`src/rtl/sup_rst_pkg.sv`:
```
package sup_rst_pkg;

    // Cause of the current reset stretch, or normal running
    typedef enum logic [1:0] {
        HS_POR  = 2'b00,
        HS_LOWV = 2'b01,
        HS_WDOG = 2'b10,
        HS_RUN  = 2'b11
    } hold_src_e;

    // Watchdog timeout select encoding
    typedef enum logic [1:0] {
        WSEL_SHORT = 2'b00,
        WSEL_MED   = 2'b01,
        WSEL_LONG  = 2'b10,
        WSEL_OFF   = 2'b11
    } wd_sel_e;

    // Events acting on the cause flag
    typedef struct packed {
        logic wd_hit;
        logic set;
        logic clr;
    } flag_ev_t;

    // Timeout in ticks for a select value; off returns 1 (unused)
    function automatic int unsigned tmo_ticks(input wd_sel_e sel,
                                              input int unsigned t_s,
                                              input int unsigned t_m,
                                              input int unsigned t_l);
        case (sel)
            WSEL_SHORT: return t_s;
            WSEL_MED:   return t_m;
            WSEL_LONG:  return t_l;
            default:    return 1;
        endcase
    endfunction

    // Hold length in cycles for a given reset cause
    function automatic int unsigned hold_cycles(input hold_src_e src,
                                                input int unsigned por,
                                                input int unsigned lv,
                                                input int unsigned wd);
        case (src)
            HS_POR:  return por;
            HS_LOWV: return lv;
            HS_WDOG: return wd;
            default: return 1;
        endcase
    endfunction

    function automatic int unsigned max3(input int unsigned a,
                                         input int unsigned b,
                                         input int unsigned c);
        int unsigned m;
        m = (a > b) ? a : b;
        return (m > c) ? m : c;
    endfunction

endpackage

```
`src/rtl/sup_rst_edge_sync.sv`:
```
module sup_rst_edge_sync #(
    parameter int STAGES = 2
) (
    input  logic clk,
    input  logic rst,
    input  logic pin_i,
    output logic fall_o
);
    logic [STAGES-1:0] chain_q;
    logic              last_q;

    genvar g;
    generate
        for (g = 0; g < STAGES; g++) begin : g_stage
            if (g == 0) begin : g_first
                always_ff @(posedge clk) begin
                    if (rst) chain_q[0] <= 1'b1;
                    else     chain_q[0] <= pin_i;
                end
            end else begin : g_next
                always_ff @(posedge clk) begin
                    if (rst) chain_q[g] <= 1'b1;
                    else     chain_q[g] <= chain_q[g-1];
                end
            end
        end
    endgenerate

    always_ff @(posedge clk) begin
        if (rst) last_q <= 1'b1;
        else     last_q <= chain_q[STAGES-1];
    end

    // Falling edge of the synchronized level
    assign fall_o = last_q & ~chain_q[STAGES-1];

endmodule

```
`src/rtl/sup_rst_timebase.sv`:
```
module sup_rst_timebase #(
    parameter int TICK_DIV = 4
) (
    input  logic clk,
    input  logic rst,
    input  logic run_i,
    input  logic clr_i,
    output logic tick_o
);
    localparam int PW = (TICK_DIV > 1) ? $clog2(TICK_DIV) : 1;
    localparam logic [PW-1:0] PC_LAST = PW'(TICK_DIV - 1);

    logic [PW-1:0] pc_q;
    logic          at_last;

    assign at_last = (pc_q == PC_LAST);
    assign tick_o  = run_i & ~clr_i & at_last;

    always_ff @(posedge clk) begin
        if (rst || !run_i || clr_i) pc_q <= '0;
        else if (at_last)           pc_q <= '0;
        else                        pc_q <= pc_q + 1'b1;
    end

endmodule

```
`src/rtl/sup_rst_wdog.sv`:
```
module sup_rst_wdog
    import sup_rst_pkg::*;
#(
    parameter int TMO_SHORT = 8,
    parameter int TMO_MED   = 16,
    parameter int TMO_LONG  = 32,
    parameter int CW        = 6
) (
    input  logic          clk,
    input  logic          rst,
    input  logic          run_i,
    input  logic          kick_i,
    input  logic          tick_i,
    input  logic [1:0]    sel_i,
    output logic          expire_o,
    output logic [CW-1:0] cnt_o
);
    wd_sel_e       sel;
    logic          enabled;
    logic [CW-1:0] lim_m1;
    logic [CW-1:0] cnt_q;

    assign sel     = wd_sel_e'(sel_i);
    assign enabled = (sel != WSEL_OFF);

    always_comb begin
        lim_m1 = CW'(tmo_ticks(sel, TMO_SHORT, TMO_MED, TMO_LONG) - 1);
    end

    // >= so a shortened select mid-interval still expires
    assign expire_o = run_i & enabled & ~kick_i & tick_i & (cnt_q >= lim_m1);

    always_ff @(posedge clk) begin
        if (rst || !run_i || kick_i || !enabled) cnt_q <= '0;
        else if (expire_o)                       cnt_q <= '0;
        else if (tick_i)                         cnt_q <= cnt_q + 1'b1;
    end

    assign cnt_o = cnt_q;

endmodule

```
`src/rtl/sup_rst_hold_ctrl.sv`:
```
module sup_rst_hold_ctrl
    import sup_rst_pkg::*;
#(
    parameter int POR_HOLD  = 24,
    parameter int LV_SETTLE = 16,
    parameter int WD_PULSE  = 6,
    parameter int HW        = 5
) (
    input  logic     clk,
    input  logic     rst,
    input  logic     supply_low_i,
    input  flag_ev_t ev_i,
    output logic     run_o,
    output logic     flag_o
);
    hold_src_e     src_q;
    logic [HW-1:0] hc_q;
    logic [HW-1:0] hc_last;
    logic          flag_q;

    always_comb begin
        hc_last = HW'(hold_cycles(src_q, POR_HOLD, LV_SETTLE, WD_PULSE) - 1);
    end

    // Supply-low overrides any other cause; hold counts from each release
    always_ff @(posedge clk) begin
        if (rst) begin
            src_q <= HS_POR;
            hc_q  <= '0;
        end else if (supply_low_i) begin
            src_q <= HS_LOWV;
            hc_q  <= '0;
        end else if (src_q == HS_RUN) begin
            if (ev_i.wd_hit) begin
                src_q <= HS_WDOG;
                hc_q  <= '0;
            end
        end else if (hc_q == hc_last) begin
            src_q <= HS_RUN;
            hc_q  <= '0;
        end else begin
            hc_q <= hc_q + 1'b1;
        end
    end

    // Priority: expiry, then set, then clear
    always_ff @(posedge clk) begin
        if (rst)               flag_q <= 1'b0;
        else if (ev_i.wd_hit)  flag_q <= 1'b1;
        else if (ev_i.set)     flag_q <= 1'b1;
        else if (ev_i.clr)     flag_q <= 1'b0;
    end

    assign run_o  = (src_q == HS_RUN);
    assign flag_o = flag_q;

endmodule

```
`src/rtl/sup_reset_gen.sv`:
```
module sup_reset_gen
    import sup_rst_pkg::*;
#(
    parameter int POR_HOLD    = 24,
    parameter int LV_SETTLE   = 16,
    parameter int WD_PULSE    = 6,
    parameter int TICK_DIV    = 4,
    parameter int TMO_SHORT   = 8,
    parameter int TMO_MED     = 16,
    parameter int TMO_LONG    = 32,
    parameter int SYNC_STAGES = 2
) (
    input  logic       clk,
    input  logic       rst,
    input  logic       supply_low,
    input  logic [1:0] wd_sel,
    input  logic       cs_wdi_n,
    input  logic       flag_set,
    input  logic       flag_clr,
    output logic       reset_out,
    output logic       wd_flag
);
    localparam int TMO_MAX = int'(max3(TMO_SHORT, TMO_MED, TMO_LONG));
    localparam int HLD_MAX = int'(max3(POR_HOLD, LV_SETTLE, WD_PULSE));
    localparam int CNT_W   = $clog2(TMO_MAX + 1);
    localparam int HLD_W   = $clog2(HLD_MAX + 1);

    logic             kick;
    logic             tick;
    logic             running;
    logic             wd_expire;
    logic [CNT_W-1:0] wd_cnt;
    flag_ev_t         fev;

    sup_rst_edge_sync #(.STAGES(SYNC_STAGES)) u_sync (
        .clk    (clk),
        .rst    (rst),
        .pin_i  (cs_wdi_n),
        .fall_o (kick)
    );

    sup_rst_timebase #(.TICK_DIV(TICK_DIV)) u_tb (
        .clk    (clk),
        .rst    (rst),
        .run_i  (running),
        .clr_i  (kick),
        .tick_o (tick)
    );

    sup_rst_wdog #(
        .TMO_SHORT (TMO_SHORT),
        .TMO_MED   (TMO_MED),
        .TMO_LONG  (TMO_LONG),
        .CW        (CNT_W)
    ) u_wd (
        .clk      (clk),
        .rst      (rst),
        .run_i    (running),
        .kick_i   (kick),
        .tick_i   (tick),
        .sel_i    (wd_sel),
        .expire_o (wd_expire),
        .cnt_o    (wd_cnt)
    );

    assign fev.wd_hit = wd_expire;
    assign fev.set    = flag_set;
    assign fev.clr    = flag_clr;

    sup_rst_hold_ctrl #(
        .POR_HOLD  (POR_HOLD),
        .LV_SETTLE (LV_SETTLE),
        .WD_PULSE  (WD_PULSE),
        .HW        (HLD_W)
    ) u_hold (
        .clk          (clk),
        .rst          (rst),
        .supply_low_i (supply_low),
        .ev_i         (fev),
        .run_o        (running),
        .flag_o       (wd_flag)
    );

    assign reset_out = ~running;

endmodule

```
`config.mk`:
```
export PLATFORM = sky130hd
export DESIGN_NAME = sup_reset_gen
export DESIGN_NICKNAME = d
export VERILOG_FILES = /design/src/rtl/sup_rst_pkg.sv /design/src/rtl/sup_rst_edge_sync.sv /design/src/rtl/sup_rst_timebase.sv /design/src/rtl/sup_rst_wdog.sv /design/src/rtl/sup_rst_hold_ctrl.sv /design/src/rtl/sup_reset_gen.sv
export SDC_FILE = /design/constraint.sdc
export NUM_CORES = 1
export LEC_CHECK = 0
export BUFFER_PORTS_ARGS = -buffer_cell sky130_fd_sc_hd__buf_4
export CORE_MARGIN = 1
export CORE_UTILIZATION = 57
export CTS_BUF_LIST = sky130_fd_sc_hd__clkbuf_4 sky130_fd_sc_hd__clkbuf_8 sky130_fd_sc_hd__clkbuf_16
export CTS_CLUSTER_SIZE = 30
export DETAILED_ROUTE_END_ITERATION = 10
export GPL_ROUTABILITY_DRIVEN = 0
export HOLD_SLACK_MARGIN = 0.06
export PLACE_DENSITY_LB_ADDON = 0.1
export SLEW_MARGIN = 20
export SYNTH_ARGS = -nofsm -noshare
export SYNTH_HDL_FRONTEND = slang
export SYNTH_SLANG_ARGS = --single-unit
export TNS_END_PERCENT = 10
```
`constraint.sdc`:
```
create_clock -name clk -period 2.3 [get_ports clk]
set_input_delay 0.115 -clock clk [delete_from_list [all_inputs] [get_ports clk]]
set_output_delay 0.115 -clock clk [all_outputs]
set_load 0.02 [all_outputs]
```
# Yosys cells after proc, flatten, opt, wreduce, memory -nomap -nowiden
# Index checks and enable logic that the tools add are counted.
# classes
add_sub_neg	5
n_lt_le_gt_ge	1
eq_ne	10
n_mux	12
bitwise	10
reduce_logical	15
# ops
op	n
$pmux 6 s3	1
$mux 5	3
$pmux 5 s3	1
$eq 2x2->1 const B	4
$and 1x1->1	7
$add 6x1->6 const B	1
$ge 6x6->1	1
$mux 2	3
$reduce_bool 3->1	2
$reduce_or 2->1	3
$sub 6x1->6 const B	1
$add 5x1->5 const B	1
$eq 5x5->1	1
$sub 5x1->5 const B	1
$eq 2x1->1 const B	2
$logic_not 2->1	2
$mux 1	4
$reduce_and 2->1	2
$logic_or 1x1->1	3
$ne 3x2->1 const B	1
$not 1->1	3
$add 2x1->2 const B	1
$logic_not 1->1	2
$ne 2x1->1 const B	1
other kinds (2)	2
# totals
reg_bits	19
output_inout_bits	2

# Depth between registers and ports, before layout
# logic_depth
ltp_word	10
depth_mapped	9
ltp_nobuf	9

# By module
# Synthesis repeated with hierarchy kept, for this count alone.
# hier_totals
cells_unflattened	118
area_unflattened_um2	1119.8
# modules_own_cells
mod	instances	cells_per_inst	area_each_um2
sup_rst_wdog	1	52	481.7
sup_rst_hold_ctrl	1	51	460.4
sup_rst_timebase	1	7	88.8
sup_rst_edge_sync	1	7	85.1
sup_reset_gen	1	1	3.8

# Worst setup path before layout
# No wires, ideal clock.
# synth_timing
kind	input-to-reg
start	input port wd_sel[0]
end	register u_hold.src_q[0]
setup_time_ns	0.120
t_arrival_ns	1.598
required_ns	2.180
setup_slack_ns	0.582
cell_stages	9
path_buffers	0
cell_sequence	inv_1 -> ha_1 -> xnor2_1 -> ha_1 -> o21a_1 -> a21oi_1 -> o21a_1 -> o31a_1 -> o31a_1
# synth_between
elab_chain_cells	7
elab_cells_between_ends	13
cone_classes	1 x add/sub; 1 x order compare; 4 x eq/ne; 1 x mux; 4 x bitwise; 2 x reduce/logical
# synth_lines
element	line	source
from (decl)	sup_reset_gen.sv:16	input logic [1:0] wd_sel,
$eq 2x2->1, or another cell as far along	sup_rst_pkg.sv:31	case (sel)
$pmux 6 s3 / $and 1x1->1 (equally long branches)	sup_rst_pkg.sv:31, sup_rst_wdog.sv:31	
$sub 6x1->6 / $and 1x1->1 (equally long branches)	sup_rst_wdog.sv:27, sup_rst_wdog.sv:31	
$ge 6x6->1 / $and 1x1->1 (equally long branches)	sup_rst_wdog.sv:31	assign expire_o = run_i & enabled & ~kick_i & tick_i & (cnt_q >= lim_m1);
$and 1x1->1 (*)	sup_rst_wdog.sv:31	
$ne 3x2->1 (no line) (*)	-	
$reduce_and 2->1 (no line) (*)	-	
to (signal assigned)	sup_rst_hold_ctrl.sv:28	src_q <= HS_POR;
to (signal assigned)	sup_rst_hold_ctrl.sv:31	src_q <= HS_LOWV;
to (signal assigned)	sup_rst_hold_ctrl.sv:35	src_q <= HS_WDOG;
to (decl)	sup_rst_hold_ctrl.sv:16	hold_src_e src_q;
# Every way passes the cells marked *; elsewhere a longest branch is shown, timed or not.
# A chain may end at the register's enable or synchronous reset.

# Final worst setup path
# layout_timing
start	register u_hold.src_q[1]
end	register u_wd.cnt_q[1] (netlist: u_wd.cnt_o[1])
# layout_between
elab_chain_cells	6
elab_cells_between_ends	12
cone_classes	1 x eq/ne; 6 x bitwise; 5 x reduce/logical
# layout_lines
element	line	source
$eq 2x2->1 (*)	sup_rst_hold_ctrl.sv:54	assign run_o = (src_q == HS_RUN);
$and 1x1->1, or another cell as far along (2 in a row)	sup_rst_wdog.sv:31	
$and 1x1->1 / $logic_or 1x1->1 (equally long branches) (2 in a row)	sup_rst_wdog.sv:31, sup_rst_wdog.sv:34	
$reduce_or 2->1 (no line)	-	
to (signal assigned)	sup_rst_wdog.sv:36	else if (tick_i) cnt_q <= cnt_q + 1'b1;
to (decl)	sup_rst_wdog.sv:21	logic [CW-1:0] cnt_q;
# Marks and branches as above.

==> reports/qor.yml <==
run_status:
  result_of_the_run: "completed"
synth:
  ys_warn_count: 0
  synth_edf_count: 0
  ys_top_cells_by_area: "dfxtp_1 (34%), ha_1 (13%), xnor2_1 (5.5%)"
  syn_area_um2: 1120
  yosys.area_share.adder_pct: 13.5
  dominant_combinational_cell_family_by_area_after_synthesis: "simple AND/OR/NAND/NOR gates"
  yosysTopAreaCell: "dfxtp_1"
  yosys.area.top_type_share_pct: 34.1
  synth_xor_xnor_area_share_pct: 5.49
  post_synth_cell_types: 40
  synthesis.nets: 146
  flip_flop_and_latch_count_after_synthesis: 19
  synthArstFlopShare_pct: 0
  synthMuxAreaShare_pct: 0.897
  ys_seq_area_share_pct: 34.1
  synth_simple_gate_area_share_pct: 22.3
  syn_avg_cell_area_um2: 8.86
  ys_dominant_reg_cell: "dfxtp_1"
  syn-instance-count: 126
  synth-compound-area-share_pct: 18.6
route:
  total_via_count_after_detailed_routing: 915
  drc: 0
  via_count_normalized_by_instance_count: 5.61
  ant_nets: 0
  drt-initial-drc-count: 8
  drt_pass1_iterations: 4
  detail_route.wirelength_um: 1950
  routedWlPerCell_um: 12.0
die:
  chipWidth_um: 46.3
  std_cell_core_area_um2: 1780
  design.die.area_um2: 2140
  floorplan.die.height_um: 46.3
  floorplan.rows: 15
  floorplan.initialDensity_pct: 62.6
  io-pin-count: 10
placed_design:
  hpwl_um: 1510
  numPortBuffers: 9
  placement.cell_area_um2: 1190
  dpl_worst_slack_ns: 0.325
power_and_ir_drop:
  seq_power_share_pct: 61.0
  vdd_ir_drop_max_mv: 0.413
  power.density_nw_per_um2: 450
  pwr-share-comb_pct: 9.6
  p_int_mw: 0.428
  clkPwrFrac_pct: 29.5
  p_leak_nw: 0.482
  p_switching_mw: 0.131
  p_sw_share_pct: 23.5
timing:
  tns_ns: 0
  timing.fmax_mhz: 503
  period_share_pct: 86.4
  worst_hold_slack_ns: 0.0784
  worst_pin_slew_ns: 0.646
  post_layout_min_period_ns: 1.99
  finalMaxSlewViolations: 0
  pnr_worst_setup_slack_ns: 0.313
  clock-skew-final_ns: 0.00332
  final-hold-violation-count: 0
  rsz0062_at_grt: "no"
  setup-violations-final: 0
  slew_headroom_pct: 57.0
global_routing:
  grt_overflow_total: 0
  all_layer_gr_usage_pct: 20.5
  maximum_number_of_pins_on_one_net_before_global_route_repair: 14
  antenna_violations_before_repair: 0
  number_of_global_route_vias_before_repair: 772
  first_pass_grt_wire_length_um: 3130
clock_network:
  cts-buffers-inserted: 3
  htree_num_levels: 1
  tritoncts_clock_tree: "done"
  clkSlewWorstSetupHoldPaths_ns: 0.11
  clock-root-buffer: "clkbuf_4"
  max-clock-path-buffers: 2
  post_cts_setup_buffers: 0
  clock-sinks: 19
  worst_skew_pair.late_latency_ns: 0.29
critical_path:
  r2r_slack_ns: 0.31
  worst-setup-path-type: "reg2reg"
  worstPathArrival_ns: 2.16
  rr_endpoint: "u_wd.cnt_o[1]"
  path_max_fanout: 13
  worst_endpoint_required_time_ns: 2.47
  critical_path.reg2reg.startpoint: "u_hold.src_q[1]"
  worst_r2r_path_depth: 4
  worst_setup_path_start_kind: "flip-flop"
  critical_path.endpoint_type: "flip-flop"
worst_hold_path:
  hp-start: "supply_low"
  hold_path_class: "in2reg"
  holdPathStages: 2
  hold_path_end: "u_hold.src_q[0]"
layout:
  layout.cell_area.non_filler_um2: 1240
  antenna-diode-count: 0
  drive_above_1_share_pct: 14.5
  layout-area-overhead-vs-synth_pct: 11.3
  finish.net_count: 159
flow_run:
  cap_violations: 0
==> synth_stat cells (all sizes together) (2+ instances only) <==
library cell  count
dfxtp            19
nor2             13
ha               12
inv              10
xnor2             7
nand2             6
nor3              5
a21oi             4
nand2b            4
nand3             4
o21a              4
o211ai            3
o31a              3
or2               3
or3               3
buf               2
nor2b             2
o2111ai           2
o2bb2ai           2
o311ai            2
==> logic make-up after synthesis <==
family	Yosys count
simple gates	47
compound gates	27
flops	19
buf+inv	13
fa+ha+maj	12
xor+xnor	7
mux	1
==> registers in the layout, indices dropped and copies added (netlist names) <==
name,count
u_hold.flag_o,1
u_tb.pc_q,2
u_sync.chain_q,2
u_wd.cnt_o,6
u_sync.last_q,1
u_hold.src_q,2
u_hold.hc_q,5
==> routing by layer <==
| metal | wire length (um) | GRT usage [%] |
|---|---|---|
| met1 | 996 | 27.1 |
| met2 | 909 | 34.4 |
| met3 | 33 | 2.35 |
| met4 | 13 | 7.06 |
| met5 | 0 | 0 |
==> critical path: stages (launching register included) <==
cell and delay, ns:
dfxtp_1 0.47, and2_1 0.33, nand3_1 0.41, o211ai_1 0.55
nor2_1 0.10
==> power by group through the flow <==
stage / registers, mW / clock network, mW / logic, mW
6_report: 0.341 / 0.165 / 0.0535
4_1_cts: 0.341 / 0.172 / 0.0538
3_3_place_gp: 0.348 / 0 / 0.0485
3_5_place_dp: 0.348 / 0 / 0.0505
5_1_grt: 0.342 / 0.181 / 0.0594
2_1_floorplan: 0.348 / 0 / 0.0304
==> worst max path at each step <==
stage,startpoint,endpoint,slack (ns)
2_1_floorplan,wd_sel[0],u_hold.src_q[0],0.58
5_1_grt,u_hold.src_q[1],u_wd.cnt_o[3],0.07
3_5_place_dp,wd_sel[0],u_wd.cnt_o[1],0.32
4_1_cts,u_hold.src_q[1],u_wd.cnt_o[1],0.31
6_report,u_hold.src_q[1],u_wd.cnt_o[1],0.31
3_3_place_gp,wd_sel[1],u_hold.src_q[0],0.35
==> layout by cell type (no fill, tap or decap), drive strengths merged, types with 5 or more instances in the layout <==
cell type | synthesis | final
ha | 12 | 12
nor3 | 5 | 5
nand2 | 6 | 6
dfxtp | 19 | 19
nor2 | 13 | 13
inv | 10 | 10
xnor2 | 7 | 7
buf | 2 | 9
==> per-stage QoR <==
stage          power (mW)  utilization (%)  instances
2_1_floorplan       0.379                -        126
3_3_place_gp        0.397             67.0        157
3_5_place_dp        0.399             67.0        157
4_1_cts             0.567             69.7        163
5_1_grt             0.582             69.7        163
6_report            0.559             69.7        163
==> area by class of cell <==
| type | count | area (um2) |
|---|---|---|
| inverter | 10 | 37.5 |
| tap | 25 | 31.3 |
| multi-input combinational | 94 | 678 |
| clock buffer | 3 | 22.5 |
| timing repair buffer | 11 | 87.6 |
| sequential | 19 | 380 |
| fill | 147 | 541 |
| clock inverter | 1 | 5.00 |
==> what timing repair did <==
item	in CTS	in global routing
hold buffers	2	0
gates resized for setup	0	0
hold endpoints to repair	2	0
setup endpoints to repair	0	0
Note: power is estimated with default switching activity, not from simulation.
